===== src/rtl/trig_pkg.sv =====
package trig_pkg;

  typedef enum logic [1:0] {
    REG_INDEX = 2'd0,
    REG_CFG   = 2'd1,
    REG_VALUE = 2'd2,
    REG_AUX   = 2'd3
  } reg_id_e;

  localparam int unsigned TYPE_W     = 4;
  localparam int unsigned MASKMAX_W  = 6;
  localparam logic [TYPE_W-1:0] TYPE_ADDR_DATA = 4'd2;

  localparam int unsigned F_LOAD   = 0;
  localparam int unsigned F_STORE  = 1;
  localparam int unsigned F_EXEC   = 2;
  localparam int unsigned F_U      = 3;
  localparam int unsigned F_S      = 4;
  localparam int unsigned F_H      = 5;
  localparam int unsigned F_M      = 6;
  localparam int unsigned F_MATCH  = 7;
  localparam int unsigned MATCH_W  = 4;
  localparam int unsigned F_CHAIN  = 11;
  localparam int unsigned F_ACTION = 12;
  localparam int unsigned ACTION_W = 6;
  localparam int unsigned F_TIMING = 18;
  localparam int unsigned F_SELECT = 19;

  typedef struct packed {
    logic                dmode;
    logic                sel;
    logic                timing;
    logic [ACTION_W-1:0] action;
    logic                chain;
    logic [MATCH_W-1:0]  match;
    logic                m;
    logic                h;
    logic                s;
    logic                u;
    logic                exec;
    logic                store;
    logic                load;
  } trig_cfg_t;

endpackage


===== src/rtl/trig_sel_reg.sv =====
module trig_sel_reg #(
  parameter int unsigned NUM_TRIG = 4,
  parameter int unsigned XLEN     = 32,
  localparam int unsigned SEL_W   = (NUM_TRIG > 1) ? $clog2(NUM_TRIG) : 1
) (
  input  logic             clk_i,
  input  logic             rst_ni,
  input  logic             we_i,
  input  logic [XLEN-1:0]  wdata_i,
  output logic [SEL_W-1:0] sel_o
);

  localparam logic [XLEN-1:0]  LIMIT     = XLEN'(NUM_TRIG);
  localparam logic [SEL_W:0]   LIMIT_SEL = (SEL_W+1)'(NUM_TRIG);

  logic [SEL_W-1:0] sel_q;
  logic             accept;

  assign accept = wdata_i < LIMIT;

  always_ff @(posedge clk_i or negedge rst_ni) begin
    if (!rst_ni)               sel_q <= '0;
    else if (we_i && accept)   sel_q <= wdata_i[SEL_W-1:0];
  end

  assign sel_o = sel_q;

  p_sel_hold_r1: assert property (@(posedge clk_i) disable iff (!rst_ni)
    (we_i && !accept) |=> $stable(sel_q));

  p_sel_range_r1: assert property (@(posedge clk_i) disable iff (!rst_ni)
    {1'b0, sel_q} < LIMIT_SEL);

endmodule


===== src/rtl/trig_entry.sv =====
module trig_entry
  import trig_pkg::*;
#(
  parameter int unsigned XLEN = 32
) (
  input  logic            clk_i,
  input  logic            rst_ni,
  input  logic            dbg_mode_i,
  input  logic            cfg_we_i,
  input  logic            val_we_i,
  input  logic [XLEN-1:0] wdata_i,
  output logic [XLEN-1:0] cfg_rd_o,
  output logic [XLEN-1:0] val_rd_o,
  output logic [2:0]      watch_o   // {exec, load, store}
);

  localparam int unsigned DMODE_BIT = XLEN - TYPE_W - 1;

  trig_cfg_t       cfg_q, cfg_d;
  logic [XLEN-1:0] val_q;
  logic            locked;

  assign locked = cfg_q.dmode && !dbg_mode_i;

  always_comb begin
    cfg_d        = '0;
    cfg_d.dmode  = wdata_i[DMODE_BIT];
    cfg_d.sel    = wdata_i[F_SELECT];
    cfg_d.action = wdata_i[F_ACTION +: ACTION_W];
    cfg_d.chain  = wdata_i[F_CHAIN];
    cfg_d.match  = wdata_i[F_MATCH +: MATCH_W];
    cfg_d.m      = wdata_i[F_M];
    cfg_d.h      = wdata_i[F_H];
    cfg_d.s      = wdata_i[F_S];
    cfg_d.u      = wdata_i[F_U];
    cfg_d.exec   = wdata_i[F_EXEC];
    cfg_d.store  = wdata_i[F_STORE];
    cfg_d.load   = wdata_i[F_LOAD];
    // execute matching always fires before the instruction
    cfg_d.timing = wdata_i[F_TIMING] && !wdata_i[F_EXEC];
  end

  always_ff @(posedge clk_i or negedge rst_ni) begin
    if (!rst_ni) begin
      cfg_q <= '0;
      val_q <= '0;
    end else begin
      if (cfg_we_i && !locked) cfg_q <= cfg_d;
      if (val_we_i && !locked) val_q <= wdata_i;
    end
  end

  always_comb begin
    cfg_rd_o                            = '0;
    cfg_rd_o[XLEN-1 -: TYPE_W]          = TYPE_ADDR_DATA;
    cfg_rd_o[DMODE_BIT]                 = cfg_q.dmode;
    cfg_rd_o[DMODE_BIT-1 -: MASKMAX_W]  = '0;
    cfg_rd_o[F_SELECT]                  = cfg_q.sel;
    cfg_rd_o[F_TIMING]                  = cfg_q.timing;
    cfg_rd_o[F_ACTION +: ACTION_W]      = cfg_q.action;
    cfg_rd_o[F_CHAIN]                   = cfg_q.chain;
    cfg_rd_o[F_MATCH +: MATCH_W]        = cfg_q.match;
    cfg_rd_o[F_M]                       = cfg_q.m;
    cfg_rd_o[F_H]                       = cfg_q.h;
    cfg_rd_o[F_S]                       = cfg_q.s;
    cfg_rd_o[F_U]                       = cfg_q.u;
    cfg_rd_o[F_EXEC]                    = cfg_q.exec;
    cfg_rd_o[F_STORE]                   = cfg_q.store;
    cfg_rd_o[F_LOAD]                    = cfg_q.load;
  end

  assign val_rd_o = val_q;
  assign watch_o  = {cfg_q.exec, cfg_q.load, cfg_q.store};

  p_exec_timing_r4: assert property (@(posedge clk_i) disable iff (!rst_ni)
    cfg_q.exec |-> !cfg_q.timing);

  p_lock_r5: assert property (@(posedge clk_i) disable iff (!rst_ni)
    ((cfg_we_i || val_we_i) && locked) |=> ($stable(cfg_q) && $stable(val_q)));

  p_dbg_write_r6: assert property (@(posedge clk_i) disable iff (!rst_ni)
    (val_we_i && dbg_mode_i) |=> (val_q == $past(wdata_i)));

endmodule


===== src/rtl/trig_summary.sv =====
module trig_summary #(
  parameter int unsigned NUM_TRIG = 4
) (
  input  logic [NUM_TRIG-1:0][2:0] watch_i,
  output logic                     any_exec_o,
  output logic                     any_load_o,
  output logic                     any_store_o
);

  always_comb begin
    any_exec_o  = 1'b0;
    any_load_o  = 1'b0;
    any_store_o = 1'b0;
    for (int i = 0; i < int'(NUM_TRIG); i++) begin
      any_exec_o  = any_exec_o  | watch_i[i][2];
      any_load_o  = any_load_o  | watch_i[i][1];
      any_store_o = any_store_o | watch_i[i][0];
    end
  end

endmodule


===== src/rtl/trig_bank.sv =====
module trig_bank
  import trig_pkg::*;
#(
  parameter int unsigned NUM_TRIG = 4,
  parameter int unsigned XLEN     = 32
) (
  input  logic            clk_i,
  input  logic            rst_ni,
  input  logic            dbg_mode_i,
  input  logic [1:0]      reg_sel_i,
  input  logic            wr_en_i,
  input  logic [XLEN-1:0] wr_data_i,
  output logic [XLEN-1:0] rd_data_o,
  output logic            watch_exec_o,
  output logic            watch_load_o,
  output logic            watch_store_o
);

  localparam int unsigned SEL_W = (NUM_TRIG > 1) ? $clog2(NUM_TRIG) : 1;
  localparam logic [SEL_W:0] LIMIT_SEL = (SEL_W+1)'(NUM_TRIG);

  logic [SEL_W-1:0]          sel;
  logic                      sel_ok;
  logic [XLEN-1:0]           cfg_rd [NUM_TRIG];
  logic [XLEN-1:0]           val_rd [NUM_TRIG];
  logic [NUM_TRIG-1:0][2:0]  watch;
  reg_id_e                   reg_id;

  assign reg_id = reg_id_e'(reg_sel_i);
  assign sel_ok = {1'b0, sel} < LIMIT_SEL;

  trig_sel_reg #(
    .NUM_TRIG (NUM_TRIG),
    .XLEN     (XLEN)
  ) u_sel (
    .clk_i   (clk_i),
    .rst_ni  (rst_ni),
    .we_i    (wr_en_i && (reg_id == REG_INDEX)),
    .wdata_i (wr_data_i),
    .sel_o   (sel)
  );

  for (genvar g = 0; g < int'(NUM_TRIG); g++) begin : g_trig
    logic hit;
    assign hit = (sel == SEL_W'(g));

    trig_entry #(
      .XLEN (XLEN)
    ) u_entry (
      .clk_i      (clk_i),
      .rst_ni     (rst_ni),
      .dbg_mode_i (dbg_mode_i),
      .cfg_we_i   (wr_en_i && hit && (reg_id == REG_CFG)),
      .val_we_i   (wr_en_i && hit && (reg_id == REG_VALUE)),
      .wdata_i    (wr_data_i),
      .cfg_rd_o   (cfg_rd[g]),
      .val_rd_o   (val_rd[g]),
      .watch_o    (watch[g])
    );
  end

  trig_summary #(
    .NUM_TRIG (NUM_TRIG)
  ) u_summary (
    .watch_i     (watch),
    .any_exec_o  (watch_exec_o),
    .any_load_o  (watch_load_o),
    .any_store_o (watch_store_o)
  );

  always_comb begin
    rd_data_o = '0;
    unique case (reg_id)
      REG_INDEX: rd_data_o = XLEN'(sel);
      REG_CFG:   if (sel_ok) rd_data_o = cfg_rd[sel];
      REG_VALUE: if (sel_ok) rd_data_o = val_rd[sel];
      default:   rd_data_o = '0;
    endcase
  end

  p_aux_zero_r8: assert property (@(posedge clk_i) disable iff (!rst_ni)
    (reg_sel_i == 2'd3) |-> (rd_data_o == '0));

  p_idle_stable_r10: assert property (@(posedge clk_i) disable iff (!rst_ni)
    !wr_en_i |=> ($stable(sel) && $stable({watch_exec_o, watch_load_o, watch_store_o})));

  p_type_field_r2: assert property (@(posedge clk_i) disable iff (!rst_ni)
    (reg_sel_i == 2'd1) |-> (rd_data_o[XLEN-1 -: TYPE_W] == TYPE_ADDR_DATA));

endmodule


===== config.mk =====
export PLATFORM = sky130hd
export DESIGN_NAME = trig_bank
export DESIGN_NICKNAME = d
export VERILOG_FILES = /design/src/rtl/trig_pkg.sv /design/src/rtl/trig_sel_reg.sv /design/src/rtl/trig_entry.sv /design/src/rtl/trig_summary.sv /design/src/rtl/trig_bank.sv
export SDC_FILE = /design/constraint.sdc
export NUM_CORES = 1
export LEC_CHECK = 0
export BUFFER_PORTS_ARGS = -buffer_cell sky130_fd_sc_hd__buf_2
export CORE_MARGIN = 5
export CORE_UTILIZATION = 23
export DETAILED_ROUTE_END_ITERATION = 10
export MAX_ROUTING_LAYER = met4
export RECOVER_POWER = 100
export SLEW_MARGIN = 20
export SYNTH_ARGS = -nofsm -noshare
export SYNTH_HDL_FRONTEND = slang
export SYNTH_SLANG_ARGS = --single-unit

===== constraint.sdc =====
create_clock -name clk_i -period 3.3 [get_ports clk_i]
set_clock_uncertainty 0.05 [all_clocks]
set_input_delay 0.825 -clock clk_i [delete_from_list [all_inputs] [get_ports clk_i]]
set_output_delay 0.825 -clock clk_i [all_outputs]
set_load 0.005 [all_outputs]

After elaboration in Yosys (flattened, before gate mapping)
Cells that the tools add are included.
{ "op_classes": {"add_sub_neg": 0, "mul": 0, "n_div": 0, "order_cmp": 2, "eq_ne": 5, "n_shift": 0, "n_mux": 7, "bitwise": 10, "reduce_logical": 35} }
{ "op_table": {"columns": ["cell", "n"], "rows": [
  ["32-bit binary-select mux with 2-bit select", 2],
  ["32-bit 2-to-1 mux", 4],
  ["32-bit case mux with 3 select lines", 1],
  ["32-bit by 3-bit less-than comparator with 1-bit output, second input constant", 1],
  ["1-bit logical AND", 27],
  ["1-bit OR", 9],
  ["2-bit equality test, second input constant", 3],
  ["1-bit logical NOT", 6],
  ["2-bit by 1-bit equality test with 1-bit output, second input constant", 2],
  ["2-bit logical NOT", 2],
  ["3-bit greater-or-equal comparator, second input constant", 1],
  ["2-bit NOT with 3-bit output", 1]
]} }
{ "word_totals": {"register_bits": 214, "latch_bits": 0, "mem_bits_rw": 0, "romBits": 0, "in_bits": 38, "out_inout_bits": 35, "word_cells": 116, "memories": 0} }

Longest topological paths before layout
Gate-level depths: netlist of the first run.
{ "depth": {"ltp_word": 5, "depth_mapped": 8, "depth_no_buf": 4} }

By module
A second synthesis of the first run with hierarchy kept.
{ "hier_totals": {"cells_unflattened": 696, "hier_area_um2": 11272.1} }
{ "modules_own_cells": {"columns": ["mod", "n_inst", "cells_each", "area_each_um2", "seq_area_each_um2"], "rows": [
  ["trig_entry", 4, 132, 2247.2, 1326.3],
  ["trig_bank", 1, 150, 2112.0, 0.0],
  ["trig_sel_reg", 1, 15, 148.9, 50.0],
  ["trig_summary", 1, 3, 22.5, 0.0]
]} }

Worst setup path before layout of the first run
No wires, ideal clock.
{ "synth_path": {"kind": "reg-to-output", "from": "register u_sel.sel_q[0] (netlist: u_sel.sel_o[0])", "to": "output port rd_data_o[27]", "arrival_ns": 1.678, "required_time_ns": 2.425, "setup_slack_ns": 0.747, "path_stages_with_launch": 5, "path_buffers": 2, "cell_sequence": "dfrtp_1 > buf_2 > buf_2 > mux4_2 > a22o_1"} }
{ "synth_via": {"elab_chain_len": 5, "elab_cells_between_ends": 8, "classes_between": "7 x mux; 1 x bitwise"} }
{ "synth_lines": {"columns": ["element", "line_no", "source"], "rows": [
  ["start: declaration", "trig_sel_reg.sv:16", "logic [SEL_W-1:0] sel_q;"],
  ["start signal: assignment", "trig_sel_reg.sv:23", "else if (we_i && accept) sel_q <= wdata_i[SEL_W-1:0];"],
  ["2-bit NOT with 3-bit output (implied by the code) (*)", "trig_bank.sv:75, trig_bank.sv:76", null],
  ["32-bit binary-select mux with 2-bit select (on tied branches)", "trig_bank.sv:76, trig_bank.sv:75", null],
  ["32-bit 2-to-1 mux (on tied branches) (2 in a row)", "trig_bank.sv:76, trig_bank.sv:75", null],
  ["32-bit case mux with 3 select lines (*)", "trig_bank.sv:73", "unique case (reg_id)"],
  ["end: declaration", "trig_bank.sv:13", "output logic [XLEN-1:0] rd_data_o,"]
]} }
Every way passes the cells marked *; elsewhere a longest branch is shown, timed or not. The select of a mux whose other input is x is not followed.

Final worst setup path of the first run
{ "layout_path": {"from": "register u_sel.sel_q[0] (netlist: u_sel.sel_o[0])", "to": "output port rd_data_o[5]"} }
The elaborated chain is that of the path after synthesis.

==> results.py, run 1 <==
metrics = {
    "setup_path": {
        "crit_family": "flip-flops",
        "end_kind": "output port",
        "crit_buf_inv": 2,
        "cp.required_ns": 2.42,
        "max_stage_delay_ns": 0.55,
        "worst-setup-path-type": "register to output port",
        "cpMaxStageDelayCell": "dfrtp_4",
        "crit_path_cell_trace": "buf_4 > mux4_2 > a22o_1 > buf_2",
        "worst-path-max-fanout": 12,
        "critPathLaunchType": "register",
        "arrival_ns": 2.29,
    },
    "run_status": {
        "violations": "max-capacitance violations, max-slew violations",
        "status": "finished with violations",
    },
    "placed_design": {
        "portBuffers": 72,
        "dp_hpwl_mm": 16.25,
        "gp_congestion": 0.7289,
        "dp_cells": 1202,
        "placed_area_sq_mm": 0.01088,
    },
    "route": {
        "drtIter0Drc": 332,
        "routed_via_density": 4.472,
        "ant_nets": 0,
        "num_vias": 5576,
        "totalWireLength_mm": 24.58,
        "wire_per_inst_microns": 19.71,
        "first_pass_iters": 4,
        "route.detailed.drc": 0,
    },
    "sta": {
        "setup_tns_ns": 0,
        "finalCritPeriodShare_pct": 95.79,
        "final_max_slew_viol_count": 40,
        "setup_viol": 0,
        "slew_headroom_pct": -64.55,
        "tightest_slew_ns": 2.468,
        "finalHoldViolations": 0,
        "fmax_mhz": 316.3,
        "grt_setup_unrepaired": "false",
        "min_period_ns": 3.161,
    },
    "pwr": {
        "comb_power_share_pct": 11.0,
        "p_clk_share_pct": 43.5,
        "p_leak_nw": 5.109,
        "ir_drop_mv": 0.3157,
        "p_sw_share_pct": 23.48,
        "p_int_mw": 4.901,
        "p_total_mw": 6.404,
        "p_sw_mw": 1.504,
        "seqPwrFrac_pct": 45.5,
        "power_density_mw_per_mm2": 553.8,
    },
    "synth": {
        "synthFlopType": "dfrtp_1",
        "synthTopCellsByArea": "dfrtp_1 55%, mux2_2 23%, mux4_2 12%, a22o_1 1.7%, mux2_4 1.5%",
        "synth_top_cells_by_count": "214 x dfrtp_1, 201 x mux2_2, 52 x mux4_2",
        "syn_area_per_cell_sq_um": 16.11,
        "syn_area_sq_mm": 0.009713,
        "yosys.area.top_type_share_pct": 55.13,
        "synthDistinctLibCells": 33,
        "synthCells": 603,
        "synthArstFlopShare_pct": 100.0,
        "synth_edf_count": 0,
        "yosysTopAreaCell": "dfrtp_1",
        "synth_nets": 641,
        "ys_seq_area_share_pct": 55.13,
        "ys_ff_latch": 214,
        "yosysMostFrequentCell": "dfrtp_1",
        "yosys_warnings": 0,
    },
    "cts": {
        "cts.path.max_buffers": 3,
        "post_cts_buffers": 0,
        "clk-insertion-delay-late_ns": 0.51,
        "root_buffer": "clkbuf_16",
        "ctsHoldBuffers": 0,
        "numCtsBuffers": 25,
        "numClockSinks": 214,
        "clk_pin_slew_ns": 0.06,
        "htree_levels": 1,
        "cts_tree": "built",
    },
    "die": {
        "dieWidth_microns": 215.5,
        "design.die.area_sq_mm": 0.04644,
        "fp-row-count": 75,
        "die_y_microns": 215.5,
        "coreArea_sq_mm": 0.04185,
        "io_pins": 73,
        "start_util_pct": 23.21,
    },
    "cells_and_area": {
        "fin_area_sq_mm": 0.01156,
        "nNetsFinal": 728,
        "areaGrowthSynthToFinish_pct": 19.05,
        "layoutNonFillerInstCount": 1247,
        "drive_gt1_share_pct": 52.33,
    },
    "global_route": {
        "overflow": 0,
        "grt_first_pass_wirelength_mm": 38.45,
        "antenna_found_initial": 1,
        "grt_max_degree": 83,
        "grt_pass1_vias": 6063,
        "track_usage_pct": 10.86,
    },
    "flow_run": {
        "cap_violations": 1,
    },
    "hold_path": {
        "hold_class": "register to register",
    },
}
==> power groups by stage <==
stage                     sequential (mW)  combinational [mW]  clock (mW)
after floorplan                      2.93               0.453           0
after global placement               2.95               0.749           0
after detailed placement             2.96               0.755           0
after CTS                            2.92               0.758        2.88
after global routing                 2.94               0.770        3.00
final                                2.92               0.702        2.79
==> metrics by stage <==
stage | hold WS (ns) | setup WS [ns] | util [%]
2_1_floorplan | 0.4245 | 0.7471 | -
3_3_place_gp | 0.4332 | 0.5031 | 26.00
3_5_place_dp | 0.4384 | 0.5090 | 26.00
4_1_cts | 0.1799 | 0.04002 | 28.00
5_1_grt | 0.4599 | 0.01972 | 27.63
6_report | 0.4418 | 0.1388 | 27.63
==> cell usage in the layout (no fill, tap or decap), types with 3 or more instances in the layout <==
| cell type | n |
|---|---|
| nor4_1 | 7 |
| clkbuf_1 | 36 |
| a22o_1 | 19 |
| o21ai_0 | 9 |
| buf_4 | 8 |
| clkbuf_8 | 7 |
| mux2_2 | 201 |
| and2_0 | 3 |
| buf_12 | 4 |
| or4_1 | 3 |
| dfrtp_1 | 212 |
| buf_2 | 53 |
| nand2_1 | 4 |
| mux4_2 | 52 |
| and2_1 | 7 |
| clkbuf_16 | 25 |
| clkinv_2 | 4 |
| nor2_1 | 4 |
| a21o_1 | 5 |
| mux2_1 | 10 |
==> layer usage <==
metal / vias to the layer above / share of wire (%) / global-route usage, %
met5: - / 0 / -
met4: 0 / 2.0 / 2.027
met3: 38 / 4.7 / 2.270
met2: 125 / 46 / 16.69
met1: 2957 / 47 / 15.09
li1: 2456 / - / -
==> sequential cells by signal, indices dropped and copies added (netlist names) <==
register                 cells
u_sel.sel_o                  2
g_trig.u_entry.val_rd_o    128
g_trig.u_entry.cfg_rd_o     84
==> final cells by class <==
cell class                 instances  area (sq um)
multi-input combinational        347          4129
clock inverter                     8         96.34
antenna                            1         2.502
fill                            4287         30290
timing repair buffer             101         558.0
tap                              539         674.4
clock buffer                      36         737.0
inverter                           1         3.754
sequential                       214          5363
==> path summary, 6_finish.rpt <==
check / from / to / slack (ns) / cells after the start
max in group asynchronous: rst_ni / g_trig[1].u_entry.cfg_rd_o[2] / 0.64 / 2
min in group asynchronous: rst_ni / g_trig[0].u_entry.val_rd_o[21] / 1.02 / 1
hold reg to reg: g_trig[0].u_entry.val_rd_o[20] / g_trig[0].u_entry.val_rd_o[20] / 0.44 / 1
setup reg to reg: u_sel.sel_o[1] / g_trig[1].u_entry.val_rd_o[7] / 0.44 / 5
hold / removal: g_trig[0].u_entry.val_rd_o[20] / g_trig[0].u_entry.val_rd_o[20] / 0.44 / 1
setup / recovery: u_sel.sel_o[0] / rd_data_o[5] / 0.14 / 4
==> cell families (layout without fill, tap and decap cells) <==
logic type / Yosys count / in the layout / share of synthesized area (%)
DFF: 214 / 214 / 55.13
other: 0 / 1 / 0
AOI/OAI and AO/OA: 35 / 35 / 2.705
and+or+nand+nor: 47 / 47 / 2.860
muxes: 265 / 265 / 37.11
buffers and inverters: 42 / 146 / 2.190
==> repair_timing <==
item,4_1_cts,5_1_grt
resized for setup,1,1
setup endpoints to repair,2,2
gates cloned,0,0
No activity file was read; power rests on OpenSTA's default activity.
==> run 2: changes to the inputs <==
Settings changed: ABC_AREA from default to 1.
==> run 2 against run 1 <==
Against the previous run: the run still ends with max-capacitance violations, max-slew violations left; critical path depth grew 5; utilization is 1.6 points lower; highest routed layer unchanged; critical endpoint is now rd_data_o[19]; sequential cell count stayed put; count of clock-buffer cells in the layout shrank 5; final area fell by 3.6%; worst hold slack got worse by 0.0089 ns; combinational power down 19%; wire length up 13%; sequential power is 3% lower.
==> results.py, run 2 <==
metrics = {
    "run_status": {
        "status": "finished with violations",
        "violations": "max-capacitance violations, max-slew violations",
    },
    "route": {
        "wire_per_inst_microns": 15.85,
        "first_pass_iters": 5,
        "totalWireLength_mm": 27.84,
        "route.detailed.drc": 0,
        "drtIter0Drc": 676,
        "num_vias": 7736,
        "ant_nets": 0,
        "routed_via_density": 4.405,
    },
    "hold_path": {
        "holdPathStages": 2,
        "hold_class": "register to register",
    },
    "sta": {
        "setup_viol": 0,
        "finalCritPeriodShare_pct": 94.46,
        "grt_setup_unrepaired": "false",
        "min_period_ns": 3.117,
        "tightest_slew_ns": 1.567,
        "setup_tns_ns": 0,
        "fmax_mhz": 320.8,
        "slew_headroom_pct": -4.497,
        "final_max_slew_viol_count": 78,
        "setup_slack_ns": 0.1829,
        "finalHoldViolations": 0,
    },
    "cells_and_area": {
        "drive_gt1_share_pct": 9.701,
        "mostFrequentLayoutCell": "nand2_1",
        "areaGrowthSynthToFinish_pct": 12.92,
        "nNetsFinal": 1228,
        "largest_register_ffs": 128,
        "layout_common_cells": "460 x nand2_1, 214 x dfrtp_1, 197 x o21ai_0, 61 x inv_1, 47 x nand4_1",
    },
    "synth": {
        "syn_area_per_cell_sq_um": 8.681,
        "yosys_warnings": 0,
        "synthTopCellsByArea": "dfrtp_1 54%, nand2_1 17%, o21ai_2 5.7%, o21ai_1 4.2%, o21ai_0 3.5%",
        "synth_edf_count": 0,
        "syn_area_sq_mm": 0.009871,
        "synthCells": 1137,
        "synthDistinctLibCells": 24,
        "yosys.area.top_type_share_pct": 54.25,
        "synth_top_cells_by_count": "460 x nand2_1, 214 x dfrtp_1, 82 x o21ai_1",
        "synthFlopType": "dfrtp_1",
        "synth_nets": 1175,
        "synthArstFlopShare_pct": 100.0,
        "ys_seq_area_share_pct": 54.25,
        "ys_ff_latch": 214,
        "yosysMostFrequentCell": "nand2_1",
        "yosysTopAreaCell": "dfrtp_1",
    },
    "setup_path": {
        "cp.required_ns": 2.42,
        "worst-setup-path-type": "register to output port",
        "critPathLaunchType": "register",
        "worst-path-max-fanout": 32,
        "reg2reg_depth": 6,
        "arrival_ns": 2.24,
        "end_kind": "output port",
    },
    "cts": {
        "numCtsBuffers": 23,
        "cts.path.max_buffers": 3,
        "ctsHoldBuffers": 0,
        "cts_tree": "built",
        "htree_levels": 1,
        "clk_pin_slew_ns": 0.06,
        "clk-insertion-delay-late_ns": 0.51,
        "numClockSinks": 214,
        "root_buffer": "clkbuf_16",
    },
    "global_route": {
        "grt_pass1_vias": 7725,
        "grt_first_pass_wirelength_mm": 44.62,
        "overflow": 0,
        "grt_max_degree": 65,
        "antenna_found_initial": 4,
        "track_usage_pct": 12.09,
    },
    "die": {
        "dieWidth_microns": 217.2,
        "fp-row-count": 76,
        "coreArea_sq_mm": 0.04279,
        "start_util_pct": 23.07,
        "die_y_microns": 217.2,
        "design.die.area_sq_mm": 0.04716,
        "io_pins": 73,
    },
    "pwr": {
        "ir_drop_mv": 0.3547,
        "power_density_mw_per_mm2": 545.9,
        "p_leak_nw": 5.094,
    },
    "placed_design": {
        "portBuffers": 72,
        "pre_cts_slack_ns": 0.4863,
        "dp_hpwl_mm": 17.90,
        "gp_congestion": 0.8407,
    },
    "flow_run": {
        "cap_violations": 2,
    },
}
## run 2: through the flow
stage	hold WS [ns]	utilization (%)	total power, mW	instance area [sq um]	std cells
3_3_place_gp	0.4134	25.12	3.492	10750	1711
6_report	0.4330	26.05	6.085	11150	1756
2_1_floorplan	0.4030	-	3.217	9871	1137
4_1_cts	0.2508	26.97	6.218	11540	1752
5_1_grt	0.4469	26.05	6.380	11150	1756
3_5_place_dp	0.4179	25.12	3.502	10750	1711
## run 2: what timing repair did
action	in CTS	in global routing
resized for setup	2	2
buffers inserted	0	0
setup endpoints to repair	10	3
## run 2: kinds of logic (layout without fill, tap and decap cells)
group           after synthesis  in the layout  share of synthesized area (%)
compound gates              244            244                          15.34
simple gates                548            548                          23.56
flops                       214            214                          54.25
other cells                   0              4                              0
buf+inv                     131            200                          6.845
## run 2: layer usage
layer / vias to the layer above / GRT usage (%) / share of wire, %
met4: 0 / 3.518 / 2.1
met3: 44 / 1.920 / 5.2
li1: 3806 / - / -
met2: 194 / 19.86 / 48
met5: - / - / 0
met1: 3692 / 15.55 / 44
## run 2: report_power, final
group / leakage [nW] / internal (mW) / switching, mW
logic: 1.79 / 0.208 / 0.359
registers: 2.91 / 2.77 / 0.0731
clock network: 0.394 / 1.63 / 1.05
total: 5.09 / 4.60 / 1.48
## run 2: final timing paths
kind	start	end	slack, ns
min	g_trig[0].u_entry.val_rd_o[23]	g_trig[0].u_entry.val_rd_o[23]	0.43
max in group asynchronous	rst_ni	g_trig[1].u_entry.val_rd_o[8]	0.66
min in group asynchronous	rst_ni	g_trig[0].u_entry.val_rd_o[16]	0.64
min reg2reg	g_trig[0].u_entry.val_rd_o[23]	g_trig[0].u_entry.val_rd_o[23]	0.43
max	u_sel.sel_o[1]	rd_data_o[19]	0.18
max reg2reg	u_sel.sel_o[1]	g_trig[1].u_entry.val_rd_o[28]	0.39
## run 2: layout make-up
class                      instances  area (sq um)
fill                            4728         31650
sequential                       214          5355
multi-input combinational        792          3551
tap                              546         683.2
clock buffer                      31         655.6
timing repair buffer              94         499.2
inverter                          65         259.0
clock inverter                    10         132.6
antenna                            4         10.01
## run 2: critical path, cell delays in order, from the launching register on
cell and delay [ns]:
dfrtp_1 0.48, inv_1 0.14, nand2_4 0.09, inv_6 0.22, buf_12 0.25, nand2_1 0.08, nand4_1 0.13, nand2_1 0.11
nand2_1 0.09, clkbuf_1 0.12
